### src/rtl/stream_mon_pkg.sv
package stream_mon_pkg;
  localparam int NUM_RULES = 6;
  localparam int CODE_W = $clog2(NUM_RULES + 1);

  localparam int IDX_WITHDRAW = 0;
  localparam int IDX_UNSTABLE = 1;
  localparam int IDX_RSTVALID = 2;
  localparam int IDX_RDYTIE   = 3;
  localparam int IDX_VLDTIE   = 4;
  localparam int IDX_WAITRDY  = 5;

  typedef struct packed {
    logic                 xfer;
    logic [NUM_RULES-1:0] viol;
  } mon_strobes_t;
endpackage

### src/rtl/stream_mon_rules.sv
module stream_mon_rules
  import stream_mon_pkg::*;
#(
  parameter int PAYLOAD_W  = 8,
  parameter bit VALID_TIED = 1'b0,
  parameter bit READY_TIED = 1'b0
) (
  input  logic                 clk,
  input  logic                 rst,
  input  logic                 linkValid,
  input  logic                 linkReady,
  input  logic [PAYLOAD_W-1:0] linkPayload,
  output mon_strobes_t         strobes
);
  logic                 prevValid;
  logic                 prevReady;
  logic                 prevReady2;
  logic [PAYLOAD_W-1:0] prevPayload;
  logic                 arm1;
  logic                 arm2;
  logic                 beatPending;

  // History of the link, rebuilt from scratch after every reset.
  always_ff @(posedge clk) begin
    if (rst) begin
      prevValid   <= 1'b0;
      prevReady   <= 1'b0;
      prevReady2  <= 1'b0;
      prevPayload <= '0;
      arm1        <= 1'b0;
      arm2        <= 1'b0;
    end else begin
      prevValid   <= linkValid;
      prevReady   <= linkReady;
      prevReady2  <= prevReady;
      prevPayload <= linkPayload;
      arm1        <= 1'b1;
      arm2        <= arm1;
    end
  end

  assign beatPending = arm1 & prevValid & ~prevReady;

  always_comb begin
    strobes.xfer = ~rst & linkValid & linkReady;
    strobes.viol[IDX_WITHDRAW] = ~rst & beatPending & ~linkValid;
    strobes.viol[IDX_UNSTABLE] = ~rst & beatPending & linkValid
                                 & (linkPayload != prevPayload);
    strobes.viol[IDX_WAITRDY]  = ~rst & arm2 & ~prevReady2 & prevReady
                                 & ~prevValid & linkValid;
  end

  generate
    if (VALID_TIED) begin : g_validTied
      always_comb begin
        strobes.viol[IDX_RSTVALID] = 1'b0;
        strobes.viol[IDX_VLDTIE]   = ~rst & ~linkValid;
      end
    end else begin : g_validFree
      always_comb begin
        strobes.viol[IDX_RSTVALID] = rst & linkValid;
        strobes.viol[IDX_VLDTIE]   = 1'b0;
      end
    end
    if (READY_TIED) begin : g_readyTied
      always_comb strobes.viol[IDX_RDYTIE] = ~linkReady;
    end else begin : g_readyFree
      always_comb strobes.viol[IDX_RDYTIE] = 1'b0;
    end
  endgenerate

  // a withdrawal is only reported when valid was high on the edge before
  a_r3_withdraw_after_valid: assert property (@(posedge clk) disable iff (rst)
    strobes.viol[IDX_WITHDRAW] |-> ($past(linkValid) && !$past(linkReady) && !linkValid));

  // dropping ready never produces a hold violation
  a_r6_ready_drop_legal: assert property (@(posedge clk) disable iff (rst)
    $fell(linkReady) |-> !(strobes.viol[IDX_WITHDRAW] || strobes.viol[IDX_UNSTABLE]));

  // wait-for-ready only after a ready that was high while valid was low
  a_r9_wait_shape: assert property (@(posedge clk) disable iff (rst)
    strobes.viol[IDX_WAITRDY] |-> ($past(linkReady) && !$past(linkValid) && linkValid));
endmodule

### src/rtl/stream_mon_log.sv
module stream_mon_log
  import stream_mon_pkg::*;
#(
  parameter int CNT_W = 32
) (
  input  logic                 clk,
  input  logic                 rst,
  input  logic                 clrErr,
  input  mon_strobes_t         strobes,
  output logic [CNT_W-1:0]     xferCount,
  output logic [NUM_RULES-1:0] errFlags,
  output logic [CODE_W-1:0]    firstErrCode
);
  logic [CODE_W-1:0] lowCode;

  always_ff @(posedge clk) begin
    if (rst)               xferCount <= '0;
    else if (strobes.xfer) xferCount <= xferCount + CNT_W'(1);
  end

  // Lowest set rule wins when several fire together.
  always_comb begin
    lowCode = '0;
    for (int i = NUM_RULES - 1; i >= 0; i--) begin
      if (strobes.viol[i]) lowCode = CODE_W'(i + 1);
    end
  end

  always_ff @(posedge clk) begin
    if (clrErr) begin
      errFlags     <= '0;
      firstErrCode <= '0;
    end else begin
      errFlags <= errFlags | strobes.viol;
      if (firstErrCode == '0) firstErrCode <= lowCode;
    end
  end

  // flags are never lost without a clear
  a_r10_flags_sticky: assert property (@(posedge clk) disable iff (rst)
    !clrErr |=> ((errFlags & $past(errFlags)) == $past(errFlags)));

  // a recorded code survives later violations
  a_r10_code_kept: assert property (@(posedge clk) disable iff (rst)
    (!clrErr && firstErrCode != '0) |=> (firstErrCode == $past(firstErrCode)));

  // clear empties the log
  a_r10_clear_empties: assert property (@(posedge clk) disable iff (rst)
    clrErr |=> (errFlags == '0 && firstErrCode == '0));
endmodule

### src/rtl/stream_link_monitor.sv
module stream_link_monitor
  import stream_mon_pkg::*;
#(
  parameter int PAYLOAD_W  = 8,
  parameter int CNT_W      = 32,
  parameter bit VALID_TIED = 1'b0,
  parameter bit READY_TIED = 1'b0
) (
  input  logic                 clk,
  input  logic                 rst,
  input  logic                 clrErr,
  input  logic                 linkValid,
  input  logic                 linkReady,
  input  logic [PAYLOAD_W-1:0] linkPayload,
  output logic [CNT_W-1:0]     xferCount,
  output logic [NUM_RULES-1:0] errFlags,
  output logic [CODE_W-1:0]    firstErrCode,
  output logic                 errAny
);
  mon_strobes_t strobes;

  stream_mon_rules #(
    .PAYLOAD_W (PAYLOAD_W),
    .VALID_TIED(VALID_TIED),
    .READY_TIED(READY_TIED)
  ) rules_i (
    .clk        (clk),
    .rst        (rst),
    .linkValid  (linkValid),
    .linkReady  (linkReady),
    .linkPayload(linkPayload),
    .strobes    (strobes)
  );

  stream_mon_log #(
    .CNT_W(CNT_W)
  ) log_i (
    .clk         (clk),
    .rst         (rst),
    .clrErr      (clrErr),
    .strobes     (strobes),
    .xferCount   (xferCount),
    .errFlags    (errFlags),
    .firstErrCode(firstErrCode)
  );

  assign errAny = |errFlags;

  // the counter follows the handshake seen at the ports
  a_r1_count_on_xfer: assert property (@(posedge clk) disable iff (rst)
    (linkValid && linkReady) |=> (xferCount == $past(xferCount) + CNT_W'(1)));
  a_r1_count_idle: assert property (@(posedge clk) disable iff (rst)
    !(linkValid && linkReady) |=> $stable(xferCount));

  // valid under reset without a tie-off is logged
  a_r5_valid_in_reset: assert property (@(posedge clk) disable iff (clrErr)
    (!VALID_TIED && rst && linkValid) |=> errFlags[IDX_RSTVALID]);

  // a tied ready reading zero is logged
  a_r7_ready_tie: assert property (@(posedge clk) disable iff (clrErr)
    (READY_TIED && !linkReady) |=> errFlags[IDX_RDYTIE]);
endmodule

### config.mk
export PLATFORM = sky130hd
export DESIGN_NAME = stream_link_monitor
export DESIGN_NICKNAME = d
export VERILOG_FILES = /design/src/rtl/stream_mon_pkg.sv /design/src/rtl/stream_mon_rules.sv /design/src/rtl/stream_mon_log.sv /design/src/rtl/stream_link_monitor.sv
export SDC_FILE = /design/constraint.sdc
export NUM_CORES = 1
export LEC_CHECK = 0
export ABC_AREA = 1
export BUFFER_PORTS_ARGS = -buffer_cell sky130_fd_sc_hd__buf_2
export CAP_MARGIN = 30
export CORE_MARGIN = 1
export CORE_UTILIZATION = 56
export CTS_BUF_LIST = sky130_fd_sc_hd__clkbuf_2
export DETAILED_ROUTE_END_ITERATION = 6
export GPL_ROUTABILITY_DRIVEN = 0
export GPL_TIMING_DRIVEN = 0
export PLACE_DENSITY = 0.82
export SYNTH_ARGS = -nofsm -noshare
export SYNTH_HDL_FRONTEND = slang
export SYNTH_SLANG_ARGS = --single-unit
### constraint.sdc
create_clock -name clk -period 2 [get_ports clk]
set_input_delay 0.3 -clock clk [delete_from_list [all_inputs] [get_ports clk]]
set_output_delay 0.3 -clock clk [all_outputs]
set_load 0.01 [all_outputs]
==> results of run 1 <==
final cells by class:
class	count	area [µm²]
fill	367	1250
multi-input combinational	242	1200
sequential	52	1040
timing repair buffer	53	275
inverter	55	211
tap	50	62.6
clock inverter	3	42.5
buffer	7	42.5
clock buffer	5	25.0
cell families after synthesis:
kind of cell	share of synthesized area (%)
and+or+nand+nor	36.9
buffers and inverters	10.2
DFF	41.9
AOI/OAI and AO/OA	8.60
xor gates and xnor gates	1.76
adders and majority gates	0.503
other	0.151
stage by stage:
stage / worst slack [ns] / cells / util, % / instance area (µm²) / power (µW)
2_1_floorplan: 0.444 / 356 / - / 2490 / 1170
3_3_place_gp: 0.354 / 457 / 67.8 / 2810 / 1210
3_5_place_dp: 0.310 / 457 / 67.8 / 2810 / 1210
4_1_cts: 0.274 / 465 / 69.4 / 2880 / 1760
5_1_grt: 0.0959 / 467 / 69.9 / 2900 / 1830
6_report: 0.276 / 467 / 69.9 / 2900 / 1750
cell usage after synthesis, types with 5 or more instances:
master	n	share of area (%)
nor2_1	55	8.3
dfxtp_1	52	42
nor2_4	5	2.3
o21ai_0	9	1.8
nand4_1	10	2.5
inv_1	53	8.0
nand3_1	14	2.8
a21oi_1	23	4.6
nand2_1	82	12
nand3_2	5	2.0
nor3_1	12	2.4
path summary, 6_finish.rpt:
| check | from | end | slack (ns) | depth (start not counted) |
|---|---|---|---|---|
| hold reg to reg | rules_i.arm1$_DFF_P_ | rules_i.arm2$_SDFF_PP0_ | 0.47 | 2 |
| setup / recovery | log_i.xferCount[0]$_SDFFE_PP0P_ | log_i.xferCount[30]$_SDFFE_PP0P_ | 0.28 | 9 |
| hold / removal | linkPayload[6] | rules_i.prevPayload[6]$_SDFF_PP0_ | 0.03 | 3 |
| setup reg to reg | log_i.xferCount[0]$_SDFFE_PP0P_ | log_i.xferCount[30]$_SDFFE_PP0P_ | 0.28 | 9 |
power breakdown:
group	switching, µW	leakage [µW]	internal (µW)
logic	73.7	0.000869	51.2
registers	11.3	0.000423	1060
clock network	346	0.0000406	209
worst reg2reg max path: cells and delay by family (launching register included):
family	cells	cell delay [ns]
AND/OR/NAND/NOR	8	1.06
flip-flops	1	0.45
adder cells (fa/ha/maj)	1	0.21
metal layers:
metal	track usage [%]	vias to the layer above
li1	-	1238
met1	27.7	1014
met2	41.2	67
met3	6.25	9
met4	9.90	0
met5	0	-
state kept, by name, indices dropped and copies added, names as in the netlist:
| register | count |
|---|---|
| log_i.errFlags | 4 |
| log_i.firstErrCode | 3 |
| log_i.xferCount | 32 |
| rules_i.arm1 | 1 |
| rules_i.arm2 | 1 |
| rules_i.prevPayload | 8 |
| rules_i.prevReady | 1 |
| rules_i.prevReady2 | 1 |
| rules_i.prevValid | 1 |
repair_timing:
action                                 in CTS  in global routing
hold buffers                                0                  2
endpoints found under the hold margin       0                  2
resized for setup                           0                  0
==> impl_metrics.toml, run 1 <==
[sta]
tightest_slew_ns = 0.572
fin_skew_ns = 0.0310
maxSlewHeadroom_pct = 61.6
tns_ns = 0
fmax_mhz = 580
period_minus_slack_ns = 1.72
hold_viol_final = 0
setup_viol = 0
whs_ns = 0.0305
finalCritPeriodShare_pct = 86.2
rsz0062_at_grt = "false"
slew_violations = 0

[final_layout]
syn_to_final_growth_pct = 16.4
final_cell_mix = "nand2_1 (82), nor2_1 (55), inv_1 (53), buf_2 (52), dfxtp_1 (52)"
final_common_cell = "nand2_1"
fin_nets = 430
diodes = 0
layout-drive-gt1-share_pct = 19.9

[critical_path]
crit_chain = "ha_1, nand3_1, nor2_4, nand3_2, nor2_2, nand3_1, nand2_1, nand2_1, nor2_1"
slowest_stage = "dfxtp_1"
crit_path_start_kind = "flip-flop"
worstPathArrival_ns = 2.16
endpoint_kind = "flip-flop"
setup.worst_path.class = "flip-flop to flip-flop"
cpPeakStageDelay_ns = 0.45
crit_path_max_fanout = 5
worst-endpoint-required_ns = 2.44
path_buf_inv = 0
cp_top_family = "simple AND/OR/NAND/NOR gates"

[route]
via_count = 2328
post_drt_wl_per_cell_um = 11.1
routed_via_density = 4.99
wl_met1_um = 2350
ant_nets = 0
dr.pass1.iters = 4
wl_met2_um = 2450
drcViolationCount = 0
routed.top_layer = "met4"
drt_iter0_drc = 82
finalWirelength_um = 5190
met3_length_um = 301

[grt]
antenna_found_initial = 0
overflow = 0
grt_max_degree = 17
grt_pass1_wl_um = 8220
grt_pass1_vias = 1976
track_usage_pct = 23.9

[die]
die_h_um = 68.6
die_w_um = 68.6
io-pin-count = 55
placementRows = 23
dieArea_um2 = 4710
core_um2 = 4140
start_util_pct = 60.0

[synthesis]
syn_inst = 355
synth_edf_count = 0
synth-seq-cells = 52
synth_area_um2 = 2490
synth-main-ff-cell = "dfxtp_1"
avgSynthCellArea_um2 = 7.01
ys_types = 34
synth_async_sr_flop_share_pct = 0
yosysWarnings = 0
ys_seq_area_share_pct = 41.9

[placement]
io_buffers = 51
place_hpwl_um = 3970

[outcome]
status = "completed"

[power]
ir_worst_vdd_mv = 0.346
leakage_uw = 0.00133
power_density_nw_per_um2 = 605

[clock_network]
cts-root-buf = "clkbuf_2"
post_cts_buffers = 0
tritoncts = "built"
htreeDepth = 2
path_clk_slew_ns = 0.27
cts.path.max_buffers = 2
cts.sink_count = 52
clk_latency_ns = 0.47
cts_buffers = 5

[run]
maxCapViolations = 0

[min_path]
hold_path_class = "input pin to flip-flop"
No activity file was read; power rests on OpenSTA's default activity.
==> run 2, diff against run 1 <==
Settings changed: ABC_CLOCK_PERIOD_IN_PS set to 1800.
Clock period 2 ns to 1.8 ns, I/O delays scaled along.
==> impl_metrics.toml, run 2 (synthesis results as in run 1) <==
[final_layout]
syn_to_final_growth_pct = 20.3
largest_reg_flops = 32
largest_register = "log_i.xferCount"
regArea_um2 = 1040
diodes = 0
fin_cells = 476
utilization_pct = 72.2
final_cell_mix = "nand2_1 (82), nor2_1 (55), inv_1 (53), buf_2 (52), dfxtp_1 (51)"
top_regs = "log_i.xferCount: 32 flops, rules_i.prevPayload: 8 flops, log_i.errFlags: 4 flops"
multi_input_area_um2 = 1200
layout-drive-gt1-share_pct = 19.7
fill_cells = 344
final_common_cell = "nand2_1"
fin_nets = 439

[grt]
track_usage_pct = 23.9
grt_pass1_vias = 1976
grt_pass1_wl_um = 8220
grt_max_degree = 17
overflow = 0
antenna_found_initial = 0

[clock_network]
tritoncts = "built"
cts.sink_count = 52
post_cts_buffers = 0
htreeDepth = 2
cts.path.max_buffers = 2
clk_latency_ns = 0.46
path_clk_slew_ns = 0.26
cts_buffers = 5
cts-root-buf = "clkbuf_2"

[sta]
finalCritPeriodShare_pct = 91.3
rsz0062_at_grt = "false"
setup_viol = 0
tns_ns = 0
tightest_slew_ns = 0.564
maxSlewHeadroom_pct = 62.1
hold_viol_final = 0
setup_ws_ns = 0.157
fmax_mhz = 609
slew_violations = 0
fin_skew_ns = 0.0367
period_minus_slack_ns = 1.64

[route]
routed_via_density = 5.00
via_count = 2380
drt_iter0_drc = 105
ant_nets = 0
finalWirelength_um = 5380
dr.pass1.iters = 4
post_drt_wl_per_cell_um = 11.3
drcViolationCount = 0

[critical_path]
worst-endpoint-required_ns = 2.17
setup.worst_path.class = "flip-flop to flip-flop"
crit_path_start_kind = "flip-flop"
endpoint_kind = "flip-flop"
crit_path_max_fanout = 5
worstPathArrival_ns = 2.01

[power]
power_density_nw_per_um2 = 654
leakage_uw = 0.00137
p_total_uw = 1960
ir_worst_vdd_mv = 0.383

[die]
die_h_um = 68.6
io-pin-count = 55
start_util_pct = 60.0
dieArea_um2 = 4710
die_w_um = 68.6
placementRows = 23
core_um2 = 4140

[run]
maxCapViolations = 0

[placement]
io_buffers = 51
place_ws_ns = 0.110
dp.cells = 457
place_hpwl_um = 3970

[min_path]
hold_path_class = "input pin to flip-flop"

[outcome]
status = "completed"
## run 2: cell types whose count changed in the layout (fill, tap and decap cells not counted)
cell,change
dfxtp_1,-1
dfxtp_2,+1
dlygate4sd3_1,+9
nor2_2,-1
nor2_4,+1
## run 2: repair_timing
action,CTS,global route
hold buffers,1,10
endpoints found under the setup margin,0,4
hold endpoints to repair,2,13
resized for setup,0,2
## run 2: per-layer routing
layer	part of all wire [%]	up-vias	GRT usage (%)
met5	0	-	0
met4	1.6	0	9.90
met3	4.5	9	6.25
met2	48	66	41.2
met1	46	1049	27.7
li1	-	1256	-
## run 2: through the flow
step                cell area [µm²]  hold WS (ns)
global placement               2810         0.426
floorplan                      2490         0.339
finish                         2990         0.116
global route                   2990         0.102
detailed placement             2810         0.428
CTS                            2890       0.00373
## run 2: final timing paths
kind,startpoint,endpoint,slack [ns],cells past startpoint
worst max-delay path,log_i.xferCount[1]$_SDFFE_PP0P_,log_i.xferCount[14]$_SDFFE_PP0P_,0.16,7
worst min-delay path,linkValid,rules_i.prevValid$_SDFF_PP0_,0.12,3
worst max register to register,log_i.xferCount[1]$_SDFFE_PP0P_,log_i.xferCount[14]$_SDFFE_PP0P_,0.16,7
worst min register to register,rules_i.arm1$_DFF_P_,rules_i.arm2$_SDFF_PP0_,0.48,2
## run 2: final cells by class
cell class	instances	area share (%)
plain buffers	7	1.42
clock buffers	5	0.836
clock inverters	3	1.42
inverters	55	7.07
multi-input cells	242	40.1
flip-flops and latches	52	34.8
well taps	50	2.09
repair buffers	62	12.2
## run 2: worst max-delay path, stage by stage (launching register included)
cell     delay [ns]
dfxtp_1        0.42
ha_1           0.20
nand3_1        0.15
nor2_4         0.23
nand3_1        0.15
or2_0          0.26
o21ai_1        0.14
a21oi_1        0.05
## run 2: report_power, final
part           switching [µW]  internal (µW)  total (µW)
clock                     376            233         609
sequential               12.8           1180        1190
combinational            85.5           69.6         155
total                     475           1480        1960
